===== src/rtl/pccard_strobe_seq.sv =====
module pccard_strobe_seq #(
  parameter int AW = 26,
  parameter int DW = 16
) (
  input  logic          clk,
  input  logic          rst_n,
  input  logic          cfg_we,
  input  logic          cfg_slot,
  input  logic [1:0]    cfg_space,
  input  logic [31:0]   cfg_wdata,
  output logic [31:0]   cfg_rdata,
  input  logic          req_valid,
  output logic          req_ready,
  input  logic          req_slot,
  input  logic [1:0]    req_space,
  input  logic [AW-1:0] req_addr,
  input  logic          req_write,
  input  logic [1:0]    req_size,
  input  logic [DW-1:0] req_wdata,
  input  logic [DW-1:0] card_rdata,
  output logic          card_bus_en,
  output logic          card_slot,
  output logic [1:0]    card_space,
  output logic [AW-1:0] card_addr,
  output logic [1:0]    card_be,
  output logic          card_cmd_rd,
  output logic          card_cmd_wr,
  output logic [DW-1:0] card_wdata,
  output logic          card_wdata_oe,
  output logic          rsp_done,
  output logic          rsp_err,
  output logic [DW-1:0] rsp_rdata
);
  localparam int NREG = 6;
  localparam int CW = 8;
  localparam logic [31:0] KEEP = 32'h000F_CFFF;

  typedef enum logic [2:0] {S_IDLE, S_SETUP, S_CMD, S_HOLD, S_DONE} st_t;

  function automatic logic [2:0] reg_idx(input logic slot, input logic [1:0] sp);
    return slot ? ({1'b0, sp} + 3'd3) : {1'b0, sp};
  endfunction

  st_t            st;
  logic [31:0]    regs [NREG];
  logic [CW-1:0]  cnt;
  logic [4:0]     asst_q;
  logic [5:0]     hold_q;
  logic           wr_q, err_q;
  logic [DW-1:0]  rdata_q;

  wire        cfg_ok  = cfg_space != 2'd3;
  wire [2:0]  cidx    = reg_idx(cfg_slot, cfg_space);
  wire [2:0]  ridx    = reg_idx(req_slot, req_space);
  wire        req_bad = (req_space == 2'd3) || req_size[1];
  wire [31:0] sel_t   = req_bad ? 32'd0 : regs[ridx];
  wire        cnt_end = cnt == '0;

  assign cfg_rdata     = cfg_ok ? regs[cidx] : 32'd0;
  assign req_ready     = st == S_IDLE;
  assign card_bus_en   = st == S_SETUP || st == S_CMD || st == S_HOLD;
  assign card_cmd_rd   = st == S_CMD && !wr_q;
  assign card_cmd_wr   = st == S_CMD && wr_q;
  assign card_wdata_oe = card_bus_en && wr_q;
  assign rsp_done      = st == S_DONE;
  assign rsp_err       = rsp_done && err_q;
  assign rsp_rdata     = rdata_q;

  always_ff @(posedge clk) begin
    if (!rst_n) begin
      for (int i = 0; i < NREG; i++) regs[i] <= '0;
      st         <= S_IDLE;
      cnt        <= '0;
      asst_q     <= '0;
      hold_q     <= '0;
      wr_q       <= 1'b0;
      err_q      <= 1'b0;
      rdata_q    <= '0;
      card_slot  <= 1'b0;
      card_space <= '0;
      card_addr  <= '0;
      card_be    <= '0;
      card_wdata <= '0;
    end else begin
      if (cfg_we && cfg_ok) regs[cidx] <= cfg_wdata & KEEP;
      case (st)
        S_IDLE: if (req_valid) begin
          card_slot  <= req_slot;
          card_space <= req_space;
          card_addr  <= req_addr;
          card_wdata <= req_wdata;
          card_be    <= req_size[0] ? 2'b11 : (req_addr[0] ? 2'b10 : 2'b01);
          wr_q       <= req_write;
          asst_q     <= sel_t[11:7];
          hold_q     <= sel_t[19:14];
          err_q      <= req_bad;
          cnt        <= {1'b0, sel_t[6:0]} + 8'd1;
          st         <= req_bad ? S_DONE : S_SETUP;
        end
        S_SETUP: if (cnt_end) begin
          cnt <= {3'b0, asst_q} + 8'd1;
          st  <= S_CMD;
        end else cnt <= cnt - 8'd1;
        S_CMD: if (cnt_end) begin
          rdata_q <= card_rdata;
          cnt     <= {2'b0, hold_q} + 8'd1;
          st      <= S_HOLD;
        end else cnt <= cnt - 8'd1;
        S_HOLD: if (cnt_end) st <= S_DONE;
                else cnt <= cnt - 8'd1;
        default: st <= S_IDLE;
      endcase
    end
  end
endmodule


===== config.mk =====
export PLATFORM = sky130hd
export DESIGN_NAME = pccard_strobe_seq
export DESIGN_NICKNAME = d
export VERILOG_FILES = /design/src/rtl/pccard_strobe_seq.sv
export SDC_FILE = /design/constraint.sdc
export NUM_CORES = 1
export LEC_CHECK = 0
export ABC_AREA = 1
export BUFFER_PORTS_ARGS = -buffer_cell sky130_fd_sc_hd__buf_2
export CAP_MARGIN = 10
export CORE_MARGIN = 10
export CORE_UTILIZATION = 45
export DETAILED_ROUTE_END_ITERATION = 10
export HOLD_SLACK_MARGIN = 0.15
export PLACE_DENSITY = 0.66
export SYNTH_ARGS = -nofsm -noshare
export SYNTH_HDL_FRONTEND = slang
export SYNTH_SLANG_ARGS = --single-unit

===== constraint.sdc =====
create_clock -name clk -period 9.8 [get_ports clk]
set_input_delay 2.94 -clock clk [delete_from_list [all_inputs] [get_ports clk]]
set_output_delay 2.94 -clock clk [all_outputs]
set_load 0.01 [all_outputs]

# Word-level counts from Yosys, hierarchy flattened

Memories as Yosys holds them, arrays and structs flattened.
Index checks and enable logic that the tools add are counted.

Add/subtract/negate cells: 6
Multipliers: 0
Divide/modulo/power cells: 0
$lt $le $gt $ge: 0
Eq/ne operators: 11
Shifts and indexed selects: 0
Multiplexer cells: 24
Bitwise logic cells: 0
Reduce and logical (&&, ||, !) cells: 17

Operators with widths:

| kind                  | count |
|---|---|
| $mux W32              | 1 |
| $mux W8               | 4 |
| $pmux W8 S4           | 1 |
| $mux W3               | 8 |
| $mux W20              | 1 |
| $mux W18              | 1 |
| $reduce_or A18 Y1     | 1 |
| $ne A2 B2 Y1 const B  | 6 |
| $pmux W3 S4           | 1 |
| $add A7 B1 Y8 const B | 1 |
| $logic_not A8 Y1      | 1 |
| $sub A8 B1 Y8 const B | 1 |
| $add A6 B1 Y7 const B | 1 |
| $add A2 B2 Y3 const B | 2 |
| $add A5 B1 Y6 const B | 1 |
| $eq A3 B2 Y1 const B  | 2 |
| $logic_and A1 B1 Y1   | 5 |
| $mux W1               | 5 |
| $mux W2               | 2 |
| $reduce_and A2 Y1     | 2 |
| $reduce_and A4 Y1     | 1 |
| $reduce_bool A4 Y1    | 1 |
| $eq A3 B1 Y1 const B  | 1 |
| $eq A3 B3 Y1 const B  | 1 |
| 5 further kinds       | 7 |

Bits in registers: 87
Latch bits: 0
Bits in writable memories: 108
Bits in read-only memories: 0
Input bits: 103
Output and inout port bits: 102
Logic and storage cells: 71
Memories kept: 1

Memory list:

| name | words | bits a word | read ports | clocked after memory_dff | wr ports | RTL line | RTL |
|---|---|---|---|---|---|---|---|
| regs | 6     | 18          | 2          | 0                        | 6        | 45       | `logic [31:0] regs [NREG];` |

# Depth between registers and ports, before layout

Gate-level depths: netlist of run 1.

Depth after elaboration: 7
Mapped depth: 18
Gate-level depth less buffers: 18

# Worst setup path after synthesis of run 1

No wires, ideal clock.

Path type: in2out
Start point: input cfg_space[0]
End point: output cfg_rdata[10]
Arrival time: 4.525 ns
Path slack: 2.335 ns
Stages on the path: 7
Path buffers: 2
Cells stage by stage: inv_1 -> ha_1 -> o21ai_1 -> clkbuf_1 -> clkbuf_1 -> a31oi_1 -> nor3_1

Longest elaborated chain between the ends: 4
Elaborated cells on any way between the ends: 5
Those cells by class: add/sub (1); eq/ne (1); mux (2); memory (1)

RTL lines:

| item           | RTL line | RTL |
|---|---|---|
| from (decl)    | 9        | `input logic [1:0] cfg_space,` |
| $add A2 B2 Y3  | 41       | `return slot ? ({1'b0, sp} + 3'd3) : {1'b0, sp};` |
| $mux W3        | 41       |  |
| $mem_v2 Z6 W18 | -        |  |
| $mux W32 *     | 59       | `assign cfg_rdata = cfg_ok ? regs[cidx] : 32'd0;` |
| to (decl)      | 11       | `output logic [31:0] cfg_rdata,` |

Mark *: on every way between the ends. The rest lies on a longest branch, timed or not.

# Worst setup path after layout of run 1

Start point: input cfg_space[0]
End point: output cfg_rdata[14]

Same word-level chain as after synthesis.

==> metrics.md, run 1 <==
| Metric | Value |
|---|---|
| Seq pwr share | `a little over two fifths` |
| Reg-to-Reg End | `asst_q[3]$_SDFFE_PN0P_` |
| Internal | `1.97 mW` |
| Placer Congestion | `roughly 0.82` |
| Max_slew headroom | `a little over a fifth` |
| Effective utilization at floorplan | `a little under half` |
| Syn_area_per_cell | `slightly above 8 µm²` |
| Clk root buf | `clkbuf_16` |
| Synthesized flop and latch total | `231` |
| Die ar. | `32,700 µm²` |
| Worst Path Required | `6.86 ns` |
| Ys flop type | `edfxtp_1` |
| CP Launch Point | `cfg_space[0]` |
| Status | `complete, no violations` |
| Vias in the first global route | `about 10,000` |
| Mean routed wirelength per cell | `19.0 µm` |
| Worst Reg2Reg Path Length in Cells | `10` |
| Psw | `0.983 mW` |
| Total power draw | `between 2 and 3 mW` |
| Final slew viol count | `0` |
| Worst EP arrival | `5.40 ns` |
| FP Rows | `58` |
| Synthesis Warnings | `0` |
| Hold Vio Cnt, Final | `0` |
| Post-Layout Inst Area | `13,500 µm²` |
| Unrepaired setup endpoints after global routing | `false` |
| Hold Crit Class | `reg2reg` |
| Sw frac | `between 30% and 40%` |
| Vias | `10,600` |
| Yosys cell types | `43` |
| Worst-skew pair later-pin latency | `~0.55 ns` |
| Setup bufs post-CTS | `0` |
| Crit-path slowest cell | `clkinv_1` |
| Combinational fraction of design power | `about a quarter` |
| Clock-pin transition on the worst setup and hold timing paths | `0.06 ns` |
| # DRC | `0` |
| CTS Hold Bufs | `0` |
| Synth async-reset ratio | `0%` |
| VDD IR max | `~0.00014 V` |
| Post-DP Area | `12,600 µm²` |
| Num CTS Buffers | `26` |
| Synth Cell Area | `11,600 µm²` |
| I/O Buffers | `176` |
| CP startpoint kind | `input pin` |
| Max Clock Skew | `between 0.02 and 0.03 ns` |
| Setup crit end kind | `output port` |
| Die height | `181 µm` |
| Setup TNS | `0 ns` |
| Worst slew pin tran | `about 1.2 ns` |
| Worst R2R Start | `st[0]$_SDFFE_PN0P_` |
| First-pass GRT wire length | `~57,000 µm` |
| Max Freq | `0.120 GHz` |
| Gr ovfl total | `0` |
| Worst Setup EP | `cfg_rdata[14]` |
| 1st-iter DRT viols | `1,046` |
| Initial antenna violation count | `0` |
| Max stage delay on crit path | `0.75 ns` |
| Period minus WS final | `8.34 ns` |
| Most frequent CP cell | `buf_2` |
| Hold_ws | `0.471 ns` |
| Worst-path fanout max | `21` |
| Pin count of the biggest net entering global routing | `75` |
| Layout cell share with drive strength beyond 1 | `16.6%` |
| Cells after Synth | `between 1,000 and 1,500` |
| Pwr dens | `~220 nW/µm²` |
| Clock sink total | `231` |
| Final #Nets | `roughly 1,700` |
| Core Region | `25,300 µm²` |
| Crit path kind | `in2out` |
| Final setup violation count | `0` |
| DRT antenna net count | `0` |
| Top-Level Pins | `205` |
| Detailed placer's ending HPWL | `22,700 µm` |
| Post-synth EDFFs | `between 100 and 150` |
| Total GRT Usage | `21.2%` |
| Area delta synth->final | `15.9%` |
| Clk buf depth | `3` |
| Clk pwr share | `32.0%` |
| R2r setup slk | `5.86 ns` |
| Die extent in x | `181 µm` |
| Cell Chain, Critical Path | `buf_2 > inv_1 > ha_1 > nor2_1 > buf_4 > clkinv_1 > o311a_1 > nor3_1 > buf_2` |
| Max-cap check violation count | `0` |
| TritonRoute pass-1 iters | `6` |
| Routed wire length | `36,300 µm` |
| Post-CTS sizing | `0` |
| Final period util | `85.1%` |
| ANT cells | `0` |
| Vias per Instance | `about 5.5` |
| Register area share after synthesis | `52.2%` |
| CTS tree | `built` |
| H-Tree Depth | `1` |
| Leak | `between 5 and 6 nW` |
per-stage QoR:
stage | utilization (%) | cells | worst slack, ns
3_3_place_gp | 49.9 | 1861 | 1.47
4_1_cts | 53.2 | 1909 | 1.46
5_1_grt | 53.2 | 1909 | 1.34
6_report | 53.2 | 1909 | 1.46
2_1_floorplan | - | 1434 | 2.33
3_5_place_dp | 49.9 | 1861 | 1.49
critical path: cells and delay by family:
| kind | cells | cell delay (ns) |
|---|---|---|
| buf+inv | 5 | 1.46 |
| simple gates | 2 | 0.38 |
| compound gates | 1 | 0.40 |
| fa+ha+maj | 1 | 0.20 |
layout by cell type (no fill, tap or decap), types with 2 or more instances in the layout:
cell type,count
o22ai_1,13
nand2_4,3
o311a_1,11
a31oi_1,15
clkinv_2,2
buf_4,15
o221ai_1,10
xor2_1,8
nor2_1,334
o21ai_0,177
nor2_2,4
nor3_1,23
or2_2,13
nand3_1,69
edfxtp_1,144
clkbuf_1,9
nand4_1,3
inv_1,142
clkbuf_8,4
dfxtp_1,87
o21bai_1,18
clkbuf_16,26
clkinv_1,7
inv_2,5
nand2_2,2
nand2_1,150
a311oi_1,14
ha_1,8
o21ai_2,2
o21ai_1,3
conb_1,14
a21oi_1,49
o211ai_1,4
buf_2,176
flip-flops by register name (all words and copies together), names as in the netlist:
name,count
st,3
card_be,2
wr_q,1
cnt,8
asst_q,5
hold_q,6
regs,144
rsp_rdata,16
card_slot,1
card_space,2
err_q,1
card_addr,26
card_wdata,16
cell families after synthesis:
kind of cell             after synthesis  share of synthesized area (%)
adder cells (fa/ha/maj)                8                          0.861
buffers and inverters                245                           8.72
other                                  1                         0.0323
XOR/XNOR                               9                          0.678
AND/OR/NAND/NOR                      606                           21.5
AO/OA/AOI/OAI                        321                           16.0
flip-flops                           231                           52.2
final cells by class:
type / instances / area [µm²]
sequential: 231 / 6070
tap: 330 / 413
multi-input combinational: 958 / 4610
clock buffer: 39 / 739
fill: 2395 / 11900
timing repair buffer: 191 / 993
inverter: 151 / 567
clock inverter: 9 / 83.8
how the worst min path moves through the flow:
| stage | slack [ns] | to | startpoint | depth (start not counted) |
|---|---|---|---|---|
| CTS | 0.47 | card_addr[0]$_SDFFE_PN0P_ | card_addr[0]$_SDFFE_PN0P_ | 2 |
| global placement | 0.45 | card_addr[0]$_SDFFE_PN0P_ | card_addr[0]$_SDFFE_PN0P_ | 2 |
| floorplan | 0.44 | err_q$_SDFFE_PN0P_ | err_q$_SDFFE_PN0P_ | 2 |
| global route | 0.50 | rsp_rdata[13]$_SDFFE_PN0P_ | rsp_rdata[13]$_SDFFE_PN0P_ | 2 |
| finish | 0.47 | card_addr[0]$_SDFFE_PN0P_ | card_addr[0]$_SDFFE_PN0P_ | 2 |
| detailed placement | 0.46 | card_addr[0]$_SDFFE_PN0P_ | card_addr[0]$_SDFFE_PN0P_ | 2 |
synth_stat cells (all sizes together), types with 13 or more instances:
cell | n | area (µm²)
a311oi | 14 | 123
o22ai | 13 | 81.3
a21oi | 49 | 245
buf | 33 | 218
a31oi | 15 | 93.8
inv | 148 | 556
nand3 | 70 | 355
edfxtp | 144 | 4320
nor3 | 24 | 125
nor2 | 339 | 1290
or2 | 13 | 81.3
dfxtp | 87 | 1740
o21ai | 183 | 923
o21bai | 18 | 135
clkbuf | 61 | 229
nand2 | 155 | 609
power groups by stage:
| stage | sequential (mW) | clock, mW | combinational (mW) |
|---|---|---|---|
| after floorplan | 1.27 | 0 | 0.482 |
| final | 1.23 | 0.943 | 0.778 |
| after CTS | 1.23 | 0.954 | 0.781 |
| after global routing | 1.24 | 0.993 | 0.880 |
| after detailed placement | 1.25 | 0 | 0.778 |
| after global placement | 1.24 | 0 | 0.768 |
metal layers:
metal / share of wire, % / vias up / GRT usage, %
met3: 10 / 94 / 4.16
met2: 45 / 581 / 34.6
met5: 0 / - / 0
li1: - / 5013 / -
met4: 2.9 / 0 / 6.23
met1: 42 / 4869 / 28.0
No activity file was read; power rests on OpenSTA's default activity.
==> run 2: changes to the inputs <==
==> constraint.sdc (replaced) <==
create_clock -name clk -period 9.8 [get_ports clk]
set_input_delay 1.96 -clock clk [delete_from_list [all_inputs] [get_ports clk]]
set_output_delay 1.96 -clock clk [all_outputs]
set_load 0.01 [all_outputs]
==> run 2 against run 1 <==
Total power up 4.7%; final cell count up 0.42%; combinational power up 0.5%; critical path type unchanged.
==> metrics.md, run 2 (synthesis gave the netlist of run 1 again) <==
| Metric | Value |
|---|---|
| Hold Vio Cnt, Final | `0` |
| Effective utilization at floorplan | `45.9%` |
| Layout cell share with drive strength beyond 1 | `17.4%` |
| Final #Nets | `1,677` |
| CP startpoint kind | `input pin` |
| Hold path depth | `2` |
| Vias in the first global route | `between 10,000 and 15,000` |
| Clk root buf | `clkbuf_16` |
| Top-Level Pins | `205` |
| Cell Chain, Critical Path | `buf_2 > inv_1 > ha_1 > o21ai_4 > buf_4 > inv_1 > o21ai_0 > o21ai_0 > a31oi_1 > nor3_1 > buf_2` |
| Status | `complete, no violations` |
| Die height | `181 µm` |
| Total GRT Usage | `21.3%` |
| FP Rows | `58` |
| CTS Hold Bufs | `0` |
| Max Freq | `0.149 GHz` |
| Worst-skew pair later-pin latency | `0.56 ns` |
| Worst slew pin tran | `1.19 ns` |
| Final period util | `68.6%` |
| Worst Reg2Reg Path Length in Cells | `11` |
| Cells after DPL | `1,867` |
| Commonest non-fill, non-tap cell in the layout | `nor2_1` |
| Top reg by flops | `regs` |
| Setup TNS | `0 ns` |
| Leak | `5.81 nW` |
| Initial antenna violation count | `1` |
| CTS tree | `built` |
| Vias | `about 11,000` |
| I/O Buffers | `176` |
| Max-cap check violation count | `0` |
| Max reg flops | `144` |
| Clock-pin transition on the worst setup and hold timing paths | `about 0.060 ns` |
| Crit-path slowest cell | `inv_1` |
| Total power draw | `around 3 mW` |
| Reg-to-Reg End | `asst_q[3]$_SDFFE_PN0P_` |
| Final setup violation count | `0` |
| Worst R2R Start | `st[0]$_SDFFE_PN0P_` |
| Setup crit end kind | `output port` |
| Area delta synth->final | `17.3%` |
| Max stage delay on crit path | `0.92 ns` |
| Die ar. | `~33,000 µm²` |
| Unrepaired setup endpoints after global routing | `false` |
| Clk buf depth | `3` |
| Worst Path Required | `7.84 ns` |
| Post-CTS sizing | `0` |
| DRT antenna net count | `0` |
| Post-Layout Inst Area | `13,600 µm²` |
| Biggest regs | `regs (144), card_addr (26)` |
| CP Depth | `11` |
| Mean routed wirelength per cell | `~19 µm` |
| H-Tree Depth | `1` |
| ANT cells | `0` |
| VDD IR max | `0.000143 V` |
| TritonRoute pass-1 iters | `8` |
| Vias per Instance | `5.50` |
| Pin count of the biggest net entering global routing | `75` |
| Final slew viol count | `0` |
| Pwr dens | `226 nW/µm²` |
| Post-DP Area | `12,700 µm²` |
| Fillers | `2,393` |
| 1st-iter DRT viols | `1,002` |
| Commonest non-fill, non-tap cells in the layout | `nor2_1 (334), o21ai_0 (177), buf_2 (176)` |
| Setup bufs post-CTS | `0` |
| Routed wire length | `36,500 µm` |
| Num CTS Buffers | `27` |
| Fin cells | `1,917` |
| Detailed placer's ending HPWL | `between 20,000 and 25,000 µm` |
| Worst EP arrival | `about 4.8 ns` |
| Placer Congestion | `0.827` |
| CP delay by family, top | `buffers and inverters` |
| Gr ovfl total | `0` |
| First-pass GRT wire length | `56,800 µm` |
| # DRC | `0` |
| Hold Crit Class | `reg2reg` |
| Max Clock Skew | `0.0291 ns` |
| Period minus WS final | `between 6 and 7 ns` |
| Core Region | `25,300 µm²` |
| CP Launch Point | `cfg_space[0]` |
| Die extent in x | `~180 µm` |
| Final Util | `a little over half` |
| Worst Setup EP | `cfg_rdata[19]` |
| Max_slew headroom | `20.1%` |
| Clock sink total | `231` |
| Crit path kind | `in2out` |
| R2r setup slk | `6.69 ns` |
| Worst-path fanout max | `51` |
| Buf/Inv on CP | `5` |
==> run 2: where the power goes <==
part	internal, mW	switching, mW	leakage [nW]	total (mW)
sequential	1.17	0.0647	2.02	1.23
combinational	0.255	0.527	3.32	0.782
clock	0.661	0.415	0.468	1.08
==> run 2: per-layer routing <==
layer | part of all wire [%] | GRT usage [%]
met1 | 41 | 27.8
met2 | 46 | 34.6
met3 | 10 | 4.72
met4 | 2.5 | 6.46
met5 | 0.019 | 0
==> run 2: cell type report <==
class | instances | area, µm² | area share (%)
Clock inverter | 17 | 223 | 1.63
Timing Repair Buffer | 197 | 1040 | 7.61
Multi-Input combinational cell | 958 | 4610 | 33.8
Inverter | 151 | 568 | 4.16
Sequential cell | 231 | 6070 | 44.5
Tap cell | 330 | 413 | 3.03
Clock buffer | 33 | 728 | 5.34
==> run 2: through the flow <==
step / setup slack, ns / hold WS [ns]
3_5_place_dp: 3.02 / 0.458
2_1_floorplan: 4.29 / 0.445
3_3_place_gp: 3.06 / 0.448
6_report: 3.08 / 0.463
5_1_grt: 2.86 / 0.481
4_1_cts: 3.00 / 0.467
==> run 2: worst reg2reg max path: cells and delay by family, from the launching register on <==
| kind | cells | cell delay [ns] |
|---|---|---|
| AOI/OAI and AO/OA | 3 | 0.50 |
| DFF | 1 | 0.34 |
| buffers and inverters | 4 | 0.78 |
| and+or+nand+nor | 4 | 1.43 |
==> run 2: how the worst min path moves through the flow <==
stage	from	endpoint	slack, ns
6_report	card_addr[0]$_SDFFE_PN0P_	card_addr[0]$_SDFFE_PN0P_	0.46
5_1_grt	card_addr[0]$_SDFFE_PN0P_	card_addr[0]$_SDFFE_PN0P_	0.48
4_1_cts	card_addr[0]$_SDFFE_PN0P_	card_addr[0]$_SDFFE_PN0P_	0.47
3_5_place_dp	card_addr[0]$_SDFFE_PN0P_	card_addr[0]$_SDFFE_PN0P_	0.46
3_3_place_gp	card_be[1]$_SDFFE_PN0P_	card_be[1]$_SDFFE_PN0P_	0.45
2_1_floorplan	err_q$_SDFFE_PN0P_	err_q$_SDFFE_PN0P_	0.44
